## src/rtl/dma_agen_pkg.sv

```systemverilog
package dma_agen_pkg;
    localparam int unsigned AW  = 16;
    localparam int unsigned PW  = 8;
    localparam int unsigned PHW = AW + PW;

    typedef enum logic {
        CH_BYTE = 1'b0,
        CH_WORD = 1'b1
    } ch_kind_e;

    typedef struct packed {
        logic [AW-1:0] base_addr;
        logic [AW-1:0] base_cnt;
        logic [AW-1:0] cur_addr;
        logic [AW-1:0] cur_cnt;
        logic [PW-1:0] page;
        ch_kind_e      kind;
        logic          auto_init;
        logic          active;
    } chan_state_t;
endpackage

```

## src/rtl/dma_agen_phys_map.sv

```systemverilog
module dma_agen_phys_map
    import dma_agen_pkg::*;
#(
    parameter int unsigned ADDR_W = 16,
    parameter int unsigned PAGE_W = 8,
    localparam int unsigned OUT_W = ADDR_W + PAGE_W
) (
    input  logic [PAGE_W-1:0] page,
    input  logic [ADDR_W-1:0] addr,
    input  ch_kind_e          kind,
    output logic [OUT_W-1:0]  phys
);
    // byte: page above counter; word: counter shifted, page bit 0 dropped
    always_comb begin
        if (kind == CH_WORD) begin
            phys = {page[PAGE_W-1:1], addr, 1'b0};
        end else begin
            phys = {page, addr};
        end
    end
endmodule

```

## src/rtl/dma_agen_residue.sv

```systemverilog
module dma_agen_residue
    import dma_agen_pkg::*;
#(
    parameter int unsigned CNT_W = 16
) (
    input  logic [CNT_W-1:0] cnt,
    input  ch_kind_e         kind,
    output logic [CNT_W:0]   bytes_left
);
    logic [CNT_W-1:0] xfers_left;

    always_comb begin
        xfers_left = cnt + CNT_W'(1);
        if (kind == CH_WORD) begin
            bytes_left = {xfers_left, 1'b0};
        end else begin
            bytes_left = {1'b0, xfers_left};
        end
    end
endmodule

```

## src/rtl/dma_addr_gen.sv

```systemverilog
module dma_addr_gen
    import dma_agen_pkg::*;
(
    input  logic           clk,
    input  logic           rst_n,
    input  logic           ld_en,
    input  logic [AW-1:0]  ld_base_addr,
    input  logic [AW-1:0]  ld_base_cnt,
    input  logic [PW-1:0]  ld_page,
    input  logic           ld_word,
    input  logic           ld_autoinit,
    input  logic           xfer,
    output logic [PHW-1:0] phys_addr,
    output logic           tc,
    output logic [AW-1:0]  cur_cnt,
    output logic [AW:0]    rem_bytes,
    output logic           active
);
    chan_state_t st_d, st_q;
    logic        step_ok;
    logic        last_step;

    always_comb begin
        st_d      = st_q;
        step_ok   = xfer && st_q.active && !ld_en;
        last_step = step_ok && (st_q.cur_cnt == '0);

        if (ld_en) begin
            st_d.base_addr = ld_base_addr;
            st_d.base_cnt  = ld_base_cnt;
            st_d.cur_addr  = ld_base_addr;
            st_d.cur_cnt   = ld_base_cnt;
            st_d.page      = ld_page;
            st_d.kind      = ld_word ? CH_WORD : CH_BYTE;
            st_d.auto_init = ld_autoinit;
            st_d.active    = 1'b1;
        end else if (step_ok) begin
            if (last_step && st_q.auto_init) begin
                st_d.cur_addr = st_q.base_addr;
                st_d.cur_cnt  = st_q.base_cnt;
            end else begin
                st_d.cur_addr = st_q.cur_addr + AW'(1);
                st_d.cur_cnt  = st_q.cur_cnt - AW'(1);
                if (last_step) begin
                    st_d.active = 1'b0;
                end
            end
        end
    end

    always_ff @(posedge clk or negedge rst_n) begin
        if (!rst_n) begin
            st_q <= '0;
        end else begin
            st_q <= st_d;
        end
    end

    dma_agen_phys_map #(
        .ADDR_W (AW),
        .PAGE_W (PW)
    ) u_map (
        .page (st_q.page),
        .addr (st_q.cur_addr),
        .kind (st_q.kind),
        .phys (phys_addr)
    );

    dma_agen_residue #(
        .CNT_W (AW)
    ) u_res (
        .cnt        (st_q.cur_cnt),
        .kind       (st_q.kind),
        .bytes_left (rem_bytes)
    );

    assign tc      = last_step;
    assign cur_cnt = st_q.cur_cnt;
    assign active  = st_q.active;
endmodule

```

## config.mk

```make
export PLATFORM = sky130hd
export DESIGN_NAME = dma_addr_gen
export DESIGN_NICKNAME = d
export VERILOG_FILES = /design/src/rtl/dma_agen_pkg.sv /design/src/rtl/dma_agen_phys_map.sv /design/src/rtl/dma_agen_residue.sv /design/src/rtl/dma_addr_gen.sv
export SDC_FILE = /design/constraint.sdc
export NUM_CORES = 1
export LEC_CHECK = 0
export BUFFER_PORTS_ARGS = -buffer_cell sky130_fd_sc_hd__buf_2
export CELL_PAD_IN_SITES_DETAIL_PLACEMENT = 1
export CELL_PAD_IN_SITES_GLOBAL_PLACEMENT = 2
export CORE_MARGIN = 4
export CORE_UTILIZATION = 30
export DETAILED_ROUTE_END_ITERATION = 16
export GPL_TIMING_DRIVEN = 0
export PLACE_DENSITY_LB_ADDON = 0.12
export SYNTH_ARGS = -nofsm -noshare
export SYNTH_HDL_FRONTEND = slang
export SYNTH_SLANG_ARGS = --single-unit
```

## constraint.sdc

```tcl
create_clock -name clk -period 2 [get_ports clk]
set_input_delay 0.2 -clock clk [delete_from_list [all_inputs] [get_ports clk]]
set_output_delay 0.2 -clock clk [all_outputs]
set_load 0.005 [all_outputs]
```

# Yosys cells after proc, flatten, opt, wreduce, memory -nomap -nowiden
# Cells that the tools add are included.
[totals]
in_bits = 46
word_cells = 31
out_inout_bits = 59
reg_bits = 75
[classes]
eq_ne = 1
mux = 10
n_addsub = 3
reduce_logical = 9
[op_table]
columns = ["op", "n"]
rows = [
  ["32-bit 2-to-1 mux", 3],
  ["17-bit 2-to-1 mux", 2],
  ["16-bit by 1-bit adder with 16-bit output, second input constant", 2],
  ["16-bit zero test", 1],
  ["16-bit by 1-bit subtractor with 16-bit output, second input constant", 1],
  ["1-bit 2-to-1 mux", 5],
  ["1-bit logical AND", 4],
  ["2-bit nonzero test", 2],
  ["3-bit AND reduction", 1],
  ["2-bit != test, second input constant", 1],
  ["1-bit zero test", 1],
]

# Longest topological paths before layout
# Gate-level depths: netlist of the first run.
[depth]
depth_word = 7
ltp_mapped = 10
mapped_depth_nobuf = 7

# Cells and area by module
# A second synthesis of the first run with hierarchy kept.
[hier_totals]
cells_unflattened = 532
hier_area_um2 = 4998.5
[by_module_without_submodules]
columns = ["module", "cells_per_inst", "instances", "seq_area_each_um2", "area_per_inst_um2"]
rows = [
  ["dma_addr_gen", 399, 1, 1876.8, 3967.6],
  ["dma_agen_residue", 107, 1, 0.0, 724.4],
  ["dma_agen_phys_map", 26, 1, 0.0, 306.5],
]

# Least setup slack after synthesis of the first run
# No wires, ideal clock.
[synth_timing]
path_type = "register to register"
start = "register st_q, in the netlist cur_cnt[0]"
end = "register st_q[32] in the netlist's numbering"
period_less_slack_ns = 2.139
stages_incl_launch_ff = 11
setup_time_ns = 0.136
path_buffers = 3
arrival_ns = 2.003
path_slack_ns = -0.139
cell_sequence = "dfrtp_1 > clkbuf_1 > inv_1 > ha_1 > nor4b_2 > nand4_1 > or3_1 > buf_6 > buf_8 > mux2i_1 > a21oi_1"
[synth_via]
elab_chain_len = 6
[synth_lines]
columns = ["element", "line_no", "source"]
rows = [
  ["start: declaration", "dma_addr_gen.sv:19", "chan_state_t st_d, st_q;"],
  ["start signal: assignment", "dma_addr_gen.sv:55", "st_q <= st_d;"],
  ["16-bit zero test", "dma_addr_gen.sv:26", "last_step = step_ok && (st_q.cur_cnt == '0);"],
  ["1-bit logical AND", "dma_addr_gen.sv:26", ""],
  ["1-bit logical AND", "dma_addr_gen.sv:38", "if (last_step && st_q.auto_init) begin"],
  ["32-bit 2-to-1 mux", "dma_addr_gen.sv:38", ""],
  ["32-bit 2-to-1 mux", "dma_addr_gen.sv:37", "end else if (step_ok) begin"],
  ["32-bit 2-to-1 mux", "dma_addr_gen.sv:28", "if (ld_en) begin"],
]
# Every way passes these cells. The select of a mux whose other input is x is not followed.
# A chain may end at the register's enable or synchronous reset.

# Final worst setup path of the first run
# Ends and elaborated chain as after synthesis.

==> flow_summary.toml, run 1 <==
[run_status]
violations = "setup timing"
status = "complete, but fails checks"

[job]
max_cap_viol_count = 0

[synthesis]
synth_edf_count = 0
syn_area_per_cell_sq_um = 8.816
async_flop_share = 1.000
synth.ff_latch_count = 75
yosysWarnings = 0
synth_area_leaders = "dfrtp_1, mux2_2, o21ai_0, mux2i_1, buf_4"
synthCells = 560
yosysSeqAreaShare = 0.3801
yosys.area.top_type = "dfrtp_1"
netlist_area_sq_mm = 0.004937
yosysUniqueCellTypes = 51
synthDominantCellAreaShare = 0.3801
yosys_most_used_dff = "dfrtp_1"
synthesis.nets = 610

[drt]
met3WireLength_microns = 651
dr_total_vias = 4744
postRouteAntennaNets = 0
drcViolationCount = 0
dr_wl_met2_mm = 9.036
met1_length_mm = 7.874
wl_per_cell_microns = 19.02
highest_layer = "met4"
drt-vias-per-instance = 5.025
drtPass1Iterations = 5
drtIter0Drc = 158
totalWireLength_mm = 17.95

[floorplanning]
die_w_microns = 136.3
chipHeight_microns = 136.3
io_pins = 105
fp-row-count = 46
die_area_sq_mm = 0.01857
start_util = 0.3086
core_area_sq_mm = 0.01600

[sta]
holdWs_ps = 82.02
final_max_slew_viol_count = 0
worst_pin_slew_ps = 751.9
fmaxAchievable_mhz = 444.7
finalWorstSetupSlack_ps = -248.7
rsz0062_at_grt = "yes"
final.setup.tns_ps = -5206
clock_skew_ps = 10.62
timing.final.crit_period_ps = 2249
finalSetupViolations = 39
hold_viol_final = 0
max_slew_margin = 0.4969
period_share = 1.124

[critical_path]
cp-startpoint = "cur_cnt[0]"
crit_path_end_kind = "register"
max_stage_delay_ps = 400
path_class = "reg2reg"
critical_path_arrival_ps = 2450
critPathTopFamily = "simple AND/OR/NAND/NOR gates"
required_ps = 2200
critPathMaxFanout = 6
r2r_start = "cur_cnt[0]"
critical_path_depth = 10
crit_chain = "buf_8, inv_6, ha_4, nor4b_4, nand4_1, or3_1, buf_6, buf_12, mux2i_1, a21oi_1"
critPathSlowestCell = "dfrtp_1"
crit_buf_inv = 4
rr_worst_depth = 10
startpoint_type = "register"

[power]
p_int_w = 0.003585
max-vdd-ir-drop_mv = 0.4220
combPwrFrac = 0.298
power.switching_w = 0.001629
power_density_mw_per_mm2 = 751.5
p_sw_frac = 0.3124
share_seq_of_total_power = 0.359
p_leak_nw = 3.129
clock_power_share = 0.343

[global_route]
grt_start_max_net_pins = 51
grt_use_total = 0.1945
grt_pass1_vias = 5071
grt.overflow.total = 0
antenna_found_initial = 0
grt_pass1_wl_mm = 27.89

[min_path]
holdPathStages = 3
hold_path.class = "in2reg"
hold_start = "ld_base_addr[12]"

[placement]
dpl.hpwl_mm = 12.41
place.gp.congestion = 0.7844
io_buffers = 104

[cts]
cts_tree = "built"
h-tree-depth = 3
numCtsBuffers = 9
clkSinkCount = 75
clk_latency_ps = 350
cts.clk_slew.worst_paths_ps = 60
cts-root-buf = "clkbuf_16"
clock_path_buffers = 2

[final_layout]
syn2layout_area_growth_pct = 40.52
final_common_cell = "buf_2"
n_antenna_cell = 0
final_nets = 773
final_cell_mix = "buf_2, buf_4, dfrtp_1"
final_util = 0.4336
drive_gt1_frac = 0.4451
==> cell usage after synthesis, drive strengths merged (2+ instances only) <==
cell type / n
dfrtp: 75
o21ai: 62
nand2: 46
nor2: 42
mux2: 38
buf: 37
a21oi: 30
clkbuf: 28
inv: 25
mux2i: 22
nand3: 20
xor2: 20
xnor2: 17
nor3: 14
a22oi: 8
nand4: 8
and2: 6
or3: 6
a211oi: 5
nor2b: 5
and3: 4
ha: 4
nand2b: 4
nand3b: 4
nor4: 4
a22o: 3
a311oi: 3
o211ai: 3
a21o: 2
a222oi: 2
a31oi: 2
nor3b: 2
nor4b: 2
o21a: 2
==> power groups by stage <==
stage               clock, W  sequential [W]  combinational, W
finish               0.00179         0.00187           0.00156
global route         0.00188         0.00189           0.00172
CTS                  0.00183         0.00186           0.00151
detailed placement         0         0.00187           0.00131
global placement           0         0.00186           0.00127
floorplan                  0         0.00181          0.000824
==> sequential cells by signal, summed over array words and instances, names as in the netlist <==
signal / count
active: 1
cur_cnt: 16
st_q: 58
==> worst reg2reg max path, cell delays in order (launching register included) <==
cell	delay [ps]
dfrtp_1	400
buf_8	150
inv_6	50
ha_4	120
nor4b_4	240
nand4_1	200
or3_1	380
buf_6	160
buf_12	140
mux2i_1	180
a21oi_1	100
==> layout make-up <==
| type | instances | area [sq um] |
|---|---|---|
| well taps | 216 | 270.3 |
| flip-flops and latches | 75 | 1889 |
| clock inverters | 4 | 73.82 |
| repair buffers | 158 | 1007 |
| plain buffers | 59 | 439.2 |
| fillers | 1905 | 9062 |
| multi-input cells | 395 | 2913 |
| inverters | 25 | 98.84 |
| clock buffers | 12 | 246.5 |
==> repair_timing <==
| action | CTS | global route |
|---|---|---|
| endpoints found under the hold margin | 25 | 0 |
| setup endpoints to repair | 69 | 48 |
| gates cloned | 1 | 1 |
| resized for setup | 94 | 47 |
| setup buffers | 41 | 11 |
| hold buffers | 1 | 0 |
| pin swaps | 24 | 16 |
==> path summary, 6_finish.rpt <==
check                                   to  slack [ps]
worst max-delay path              st_q[32]        -250
worst min-delay path              st_q[71]          80
worst max register to register    st_q[32]        -250
worst min register to register     st_q[3]         500
max in group asynchronous       cur_cnt[3]        1050
min in group asynchronous         st_q[71]         330
==> kinds of logic (layout without fill, tap and decap cells) <==
family / count (synthesis) / count (layout) / share of synthesized area
muxes: 60 / 60 / 0.1313
buffers and inverters: 90 / 258 / 0.09224
and+or+nand+nor: 169 / 169 / 0.1739
DFF: 75 / 75 / 0.3801
AOI/OAI and AO/OA: 125 / 125 / 0.1467
adders and majority gates: 4 / 4 / 0.01014
xor gates and xnor gates: 37 / 37 / 0.06564
==> metrics by stage <==
stage	worst slack (ps)	std cells	cell area [sq um]	power, W
CTS	-211.3	935	6710	0.005206
floorplan	19.82	560	4971	0.002634
detailed placement	-657.3	881	5792	0.003180
global route	-396.1	944	6938	0.005499
finish	-248.7	944	6938	0.005214
global placement	-662.7	880	5762	0.003133
==> routing by layer <==
metal | up-vias | global-route usage
met5 | - | 0
met4 | 0 | 0.06999
met3 | 22 | 0.02628
met2 | 93 | 0.3332
met1 | 2373 | 0.2503
li1 | 2256 | -
(Power assumes the default switching activity.)
==> run 2, diff against run 1 <==
--- a/config.mk
+++ b/config.mk
@@ -5,14 +5,13 @@
 export SDC_FILE = /design/constraint.sdc
 export NUM_CORES = 1
 export LEC_CHECK = 0
+export ABC_AREA = 1
 export BUFFER_PORTS_ARGS = -buffer_cell sky130_fd_sc_hd__buf_2
-export CELL_PAD_IN_SITES_DETAIL_PLACEMENT = 1
-export CELL_PAD_IN_SITES_GLOBAL_PLACEMENT = 2
 export CORE_MARGIN = 4
-export CORE_UTILIZATION = 30
+export CORE_UTILIZATION = 51
 export DETAILED_ROUTE_END_ITERATION = 16
 export GPL_TIMING_DRIVEN = 0
-export PLACE_DENSITY_LB_ADDON = 0.12
+export PLACE_DENSITY = 0.75
 export SYNTH_ARGS = -nofsm -noshare
 export SYNTH_HDL_FRONTEND = slang
 export SYNTH_SLANG_ARGS = --single-unit
==> run 2 against run 1 <==
Combinational power grew 18%. Clock skew up 5.2 ps. The run still ends with setup timing left. Sequential power hardly changed. Power decreased by 5.1%. Die area down 36%. Hold slack worse by 54 ps. Register-to-register slack better by 200 ps. Worst setup slack improved by 170 ps. Sequential share of layout area is 1.3 points higher. Design area down 4.7%. Highest routed layer unchanged.
==> flow_summary.toml, run 2 <==
[synthesis]
yosys.cell_count.top_type = "nand2_1"
yosysSeqAreaShare = 0.3624
yosysWarnings = 0
synthCells = 762
ys_top_cells_by_count = "nand2_1, inv_1, dfrtp_1"
synth_area_leaders = "dfrtp_1, nand2_1, nand3_1, inv_1, o21ai_0"
synth_edf_count = 0
async_flop_share = 1.000
netlist_area_sq_mm = 0.005179
yosys.area.top_type = "dfrtp_1"
synthDominantCellAreaShare = 0.3624
syn_area_per_cell_sq_um = 6.796
yosysUniqueCellTypes = 29
yosys_most_used_dff = "dfrtp_1"
synthesis.nets = 812
synth.ff_latch_count = 75

[sta]
clock_skew_ps = 15.85
max_slew_margin = 0.4882
worst_pin_slew_ps = 767.7
timing.final.crit_period_ps = 2082
period_share = 1.041
fmaxAchievable_mhz = 480.2
rsz0062_at_grt = "yes"
hold_viol_final = 0
finalWorstSetupSlack_ps = -82.37
final_max_slew_viol_count = 0
holdWs_ps = 28.01
finalSetupViolations = 19

[critical_path]
path_class = "reg2out"
r2r_start = "cur_cnt[0]"
critPathMaxFanout = 3
startpoint_type = "register"
rr_worst_depth = 12
critical_path_arrival_ps = 1880
setup.worst_path.end = "rem_bytes[4]"
required_ps = 1800
reg2reg_to = "cur_cnt[6]"
cp-startpoint = "cur_cnt[0]"
crit_path_end_kind = "primary output"
rrSetupSlack_ps = -50

[final_layout]
largest_reg_flops = 58
final_cell_mix = "nand2_1, buf_2, inv_1"
seqCellArea_sq_mm = 0.001884
final_nets = 962
drive_gt1_frac = 0.2912
syn2layout_area_growth_pct = 27.62
multi_input_area_sq_mm = 0.002781
fillCellCount = 911
n_antenna_cell = 0
top_register = "st_q"
final_common_cell = "nand2_1"

[global_route]
grt_start_max_net_pins = 47
grt_pass1_wl_mm = 25.68
grt_use_total = 0.2816
antenna_found_initial = 0
grt.overflow.total = 0
grt_pass1_vias = 5149

[cts]
cts_tree = "built"
numCtsBuffers = 9
cts.clk_slew.worst_paths_ps = 80
clock_path_buffers = 2
clk_latency_ps = 370
clkSinkCount = 75
h-tree-depth = 3
cts-root-buf = "clkbuf_8"

[job]
max_cap_viol_count = 0

[drt]
drt-vias-per-instance = 5.321
drtPass1Iterations = 5
totalWireLength_mm = 16.85
dr_total_vias = 5587
wl_per_cell_microns = 16.04
drcViolationCount = 0
postRouteAntennaNets = 0
drtIter0Drc = 570

[floorplanning]
die_area_sq_mm = 0.01183
chipHeight_microns = 108.8
io_pins = 105
die_w_microns = 108.8
core_area_sq_mm = 0.009819
fp-row-count = 36
start_util = 0.5274

[placement]
io_buffers = 103
dpl.hpwl_mm = 11.47
place.gp.congestion = 0.9271
pre_cts_ws_ps = -91.92

[min_path]
hold_path.class = "in2reg"

[power]
p_leak_nw = 3.541
power_density_mw_per_mm2 = 748.6
max-vdd-ir-drop_mv = 0.4437

[run_status]
violations = "setup timing"
status = "complete, but fails checks"
-- run 2: what timing repair did --
item                                    in CTS  in global routing
setup buffers                               16                 15
hold endpoints to repair                    29                  0
gates cloned                                 0                  3
pin swaps                                   19                 15
gates resized for setup                     42                 24
hold buffers                                 1                  0
endpoints found under the setup margin      20                 44
-- run 2: cell type report --
type,instances,area share
Tap cell,133,0.02518
Timing Repair Buffer,138,0.1259
Multi-Input combinational cell,540,0.4209
Clock inverter,6,0.009655
Buffer,64,0.06475
Sequential cell,75,0.2851
Inverter,84,0.04771
Clock buffer,10,0.02083
-- run 2: metrics by stage --
stage                     instance area, sq um  TNS (ps)  cells  utilization  total power (W)
after floorplan                           5179         0    762            -         0.002879
after global placement                    5861    -281.2    998       0.5968         0.003408
after detailed placement                  5891    -223.0    999       0.5999         0.003455
after CTS                                 6367    -276.3   1032       0.6484         0.004825
after global routing                      6609     -4071   1050       0.6730         0.005234
final                                     6609    -505.0   1050       0.6730         0.004947
-- run 2: worst max-delay path, cell delays in order (launching register included) --
cell and delay [ps]:
dfrtp_2 460, ha_4 190, nand2_4 80, nor2_4 40
buf_4 140, buf_4 130, xor2_2 150, nand2_1 80
nand2_1 110, buf_2 130
-- run 2: power by group --
part	switching (W)	internal (W)
registers	0.000177	0.00170
logic	0.00106	0.000778
clock network	0.000622	0.000610
total	0.00186	0.00309
-- run 2: logic make-up after synthesis --
kind of cell | after synthesis | share of synthesized area
xor+xnor | 29 | 0.04904
compound gates | 84 | 0.08263
simple gates | 421 | 0.3542
fa+ha+maj | 4 | 0.009665
buf+inv | 148 | 0.1401
flops | 75 | 0.3624
mux | 1 | 0.001933
-- run 2: how the worst min path moves through the flow --
stage / end / cells past startpoint / startpoint / slack, ps
after global routing: st_q[6] / 3 / ld_page[3] / 30
after global placement: st_q[6] / 3 / ld_page[3] / 400
after floorplan: active / 0 / rst_n / -100
final: st_q[8] / 3 / ld_page[5] / 30
after detailed placement: st_q[10] / 1 / rst_n / 170
after CTS: st_q[8] / 3 / ld_page[5] / 20
-- run 2: routing by layer --
layer	GRT usage	vias to the layer above	wire [microns]
met1	0.3830	2598	7084
met2	0.4435	296	7793
li1	-	2645	-
met5	0	-	0
met4	0.1262	0	515
met3	0.04440	48	1451
==> run 3, diff against run 2 <==
--- a/config.mk
+++ b/config.mk
@@ -11,6 +11,7 @@
 export CORE_UTILIZATION = 51
 export DETAILED_ROUTE_END_ITERATION = 16
 export GPL_TIMING_DRIVEN = 0
+export HOLD_SLACK_MARGIN = 0.08
 export PLACE_DENSITY = 0.75
 export SYNTH_ARGS = -nofsm -noshare
 export SYNTH_HDL_FRONTEND = slang
==> run 3 against run 2 <==
The run still ends with setup timing left. Register-to-register slack improved by 40 ps. Combinational power increased by 3%. Routed wire length increased by 1.9%. Non-clock buffer count increased by 37. Global-route usage increased by 1.1 points. Critical path depth unchanged. Hold slack improved by 64 ps. Largest power group is now combinational logic.
==> flow_summary.toml, run 3 (same netlist as run 2, synthesis figures left out) <==
[global_route]
grt_pass1_wl_mm = 26.77
antenna_found_initial = 0
grt_start_max_net_pins = 47
grt_use_total = 0.2929
grt_pass1_vias = 5372
grt.overflow.total = 0

[power]
max-vdd-ir-drop_mv = 0.4506
p_int_w = 0.003138
combPwrFrac = 0.379
p_sw_frac = 0.3726
power.switching_w = 0.001863
clock_power_share = 0.246
power_density_mw_per_mm2 = 717.9
power_w = 0.005001
share_seq_of_total_power = 0.376
p_leak_nw = 3.687

[critical_path]
crit_chain = "ha_4, nand2_4, nor2_4, buf_4, buf_4, xor2_2, nand2_1, o21ai_2, buf_2"
cp_common_cell = "buf_4"
r2r_start = "cur_cnt[0]"
reg2reg_to = "st_q[40]"
rrSetupSlack_ps = -10
crit_path_end_kind = "primary output"
critPathTopFamily = "flip-flops"
required_ps = 1800
critPathSlowestCell = "dfrtp_2"
rr_worst_depth = 10
path_class = "reg2out"
max_stage_delay_ps = 460
startpoint_type = "register"
critPathMaxFanout = 3
crit_buf_inv = 3
critical_path_arrival_ps = 1880

[floorplanning]
die_w_microns = 108.8
io_pins = 105
chipHeight_microns = 108.8
start_util = 0.5274
fp-row-count = 36
die_area_sq_mm = 0.01183
core_area_sq_mm = 0.009819

[min_path]
hold_path.class = "in2reg"
hold_start = "ld_base_addr[14]"
holdPathStages = 3
hold_end = "st_q[73]"

[placement]
io_buffers = 103
place.gp.congestion = 0.9271
dpl.hpwl_mm = 11.47
dp_cells = 999
dpl-instance-area_sq_mm = 0.005891

[sta]
final.setup.tns_ps = -226.2
worst_pin_slew_ps = 756.5
finalSetupViolations = 12
fmaxAchievable_mhz = 480.5
final_max_slew_viol_count = 0
finalWorstSetupSlack_ps = -81.23
clock_skew_ps = 13.79
rsz0062_at_grt = "yes"
hold_viol_final = 0
holdWs_ps = 92.37
max_slew_margin = 0.4957
period_share = 1.041
timing.final.crit_period_ps = 2081

[run_status]
status = "complete, but fails checks"
violations = "setup timing"

[cts]
numCtsBuffers = 9
cts.clk_slew.worst_paths_ps = 90
clock_path_buffers = 2
cts-root-buf = "clkbuf_8"
h-tree-depth = 3
clkSinkCount = 75
cts_tree = "built"
clk_latency_ps = 370

[drt]
drtIter0Drc = 599
drtPass1Iterations = 6
totalWireLength_mm = 17.17
postRouteAntennaNets = 0
dr_total_vias = 5701
drcViolationCount = 0
drt-vias-per-instance = 5.245
wl_per_cell_microns = 15.80

[final_layout]
fillCellCount = 852
n_antenna_cell = 0
syn2layout_area_growth_pct = 34.53
largest_reg_flops = 58
top_register = "st_q"
fin_cells = 1087
final_common_cell = "nand2_1"
drive_gt1_frac = 0.2767
final_cell_area_sq_mm = 0.006967
final_cell_mix = "nand2_1, buf_2, inv_1"
final_nets = 999

[job]
max_cap_viol_count = 0
## run 3: cell count changes in the layout (fill, tap and decap cells not counted)
| cell | change |
|---|---|
| clkbuf_16 | -1 |
| buf_6 | +2 |
| nor2_2 | +1 |
| dlygate4sd3_1 | +40 |
| nand2_4 | -1 |
| nand2_2 | +1 |
| buf_4 | -4 |
| nor2_4 | -1 |
## run 3: worst min-delay path, stage by stage
cell and delay, ps:
buf_2 90, nand2_1 70, o21ai_0 80
## run 3: area by class of cell
| type | instances | area, sq um | share of cell area |
|---|---|---|---|
| Tap cell | 133 | 166.4 | 0.02389 |
| Buffer | 64 | 427.9 | 0.06142 |
| Clock inverter | 6 | 63.81 | 0.009159 |
| Inverter | 84 | 315.3 | 0.04526 |
| Clock buffer | 10 | 137.6 | 0.01976 |
| Sequential cell | 75 | 1884 | 0.2705 |
| Multi-Input combinational cell | 540 | 2771 | 0.3978 |
| Timing Repair Buffer | 175 | 1200 | 0.1722 |
## run 3: routing by layer
| metal | track usage | vias to the layer above | part of all wire |
|---|---|---|---|
| li1 | - | 2717 | - |
| met3 | 0.04263 | 53 | 0.083 |
| met1 | 0.3929 | 2651 | 0.41 |
| met4 | 0.1244 | 0 | 0.037 |
| met2 | 0.4740 | 280 | 0.47 |
| met5 | 0 | - | 0 |
## run 3: through the flow
step / setup slack [ps] / util
floorplan: 401.8 / -
global placement: -95.45 / 0.5968
detailed placement: -91.92 / 0.5999
CTS: -83.89 / 0.6892
global route: -149.9 / 0.7095
finish: -81.23 / 0.7095
## run 3: power by group through the flow
stage	sequential (W)	combinational, W	clock (W)
floorplan	0.00186	0.00102	0
global route	0.00190	0.00209	0.00132
global placement	0.00190	0.00151	0
detailed placement	0.00191	0.00155	0
finish	0.00188	0.00189	0.00123
CTS	0.00187	0.00177	0.00124
## run 3: how the worst max path moves through the flow
stage | from | depth (start not counted) | endpoint | slack (ps)
floorplan | cur_cnt[0] | 6 | rem_bytes[11] | 400
global placement | cur_cnt[0] | 8 | rem_bytes[14] | -100
detailed placement | cur_cnt[0] | 8 | rem_bytes[15] | -90
CTS | cur_cnt[1] | 9 | rem_bytes[13] | -80
global route | cur_cnt[0] | 9 | rem_bytes[5] | -150
finish | cur_cnt[0] | 9 | rem_bytes[5] | -80
## run 3: timing repair
item	in CTS	in global routing
hold buffers	41	0
setup buffers	16	13
endpoints found under the hold margin	72	0
resized for setup	42	24
endpoints found under the setup margin	20	44
pin swaps	19	14
gates cloned	0	2
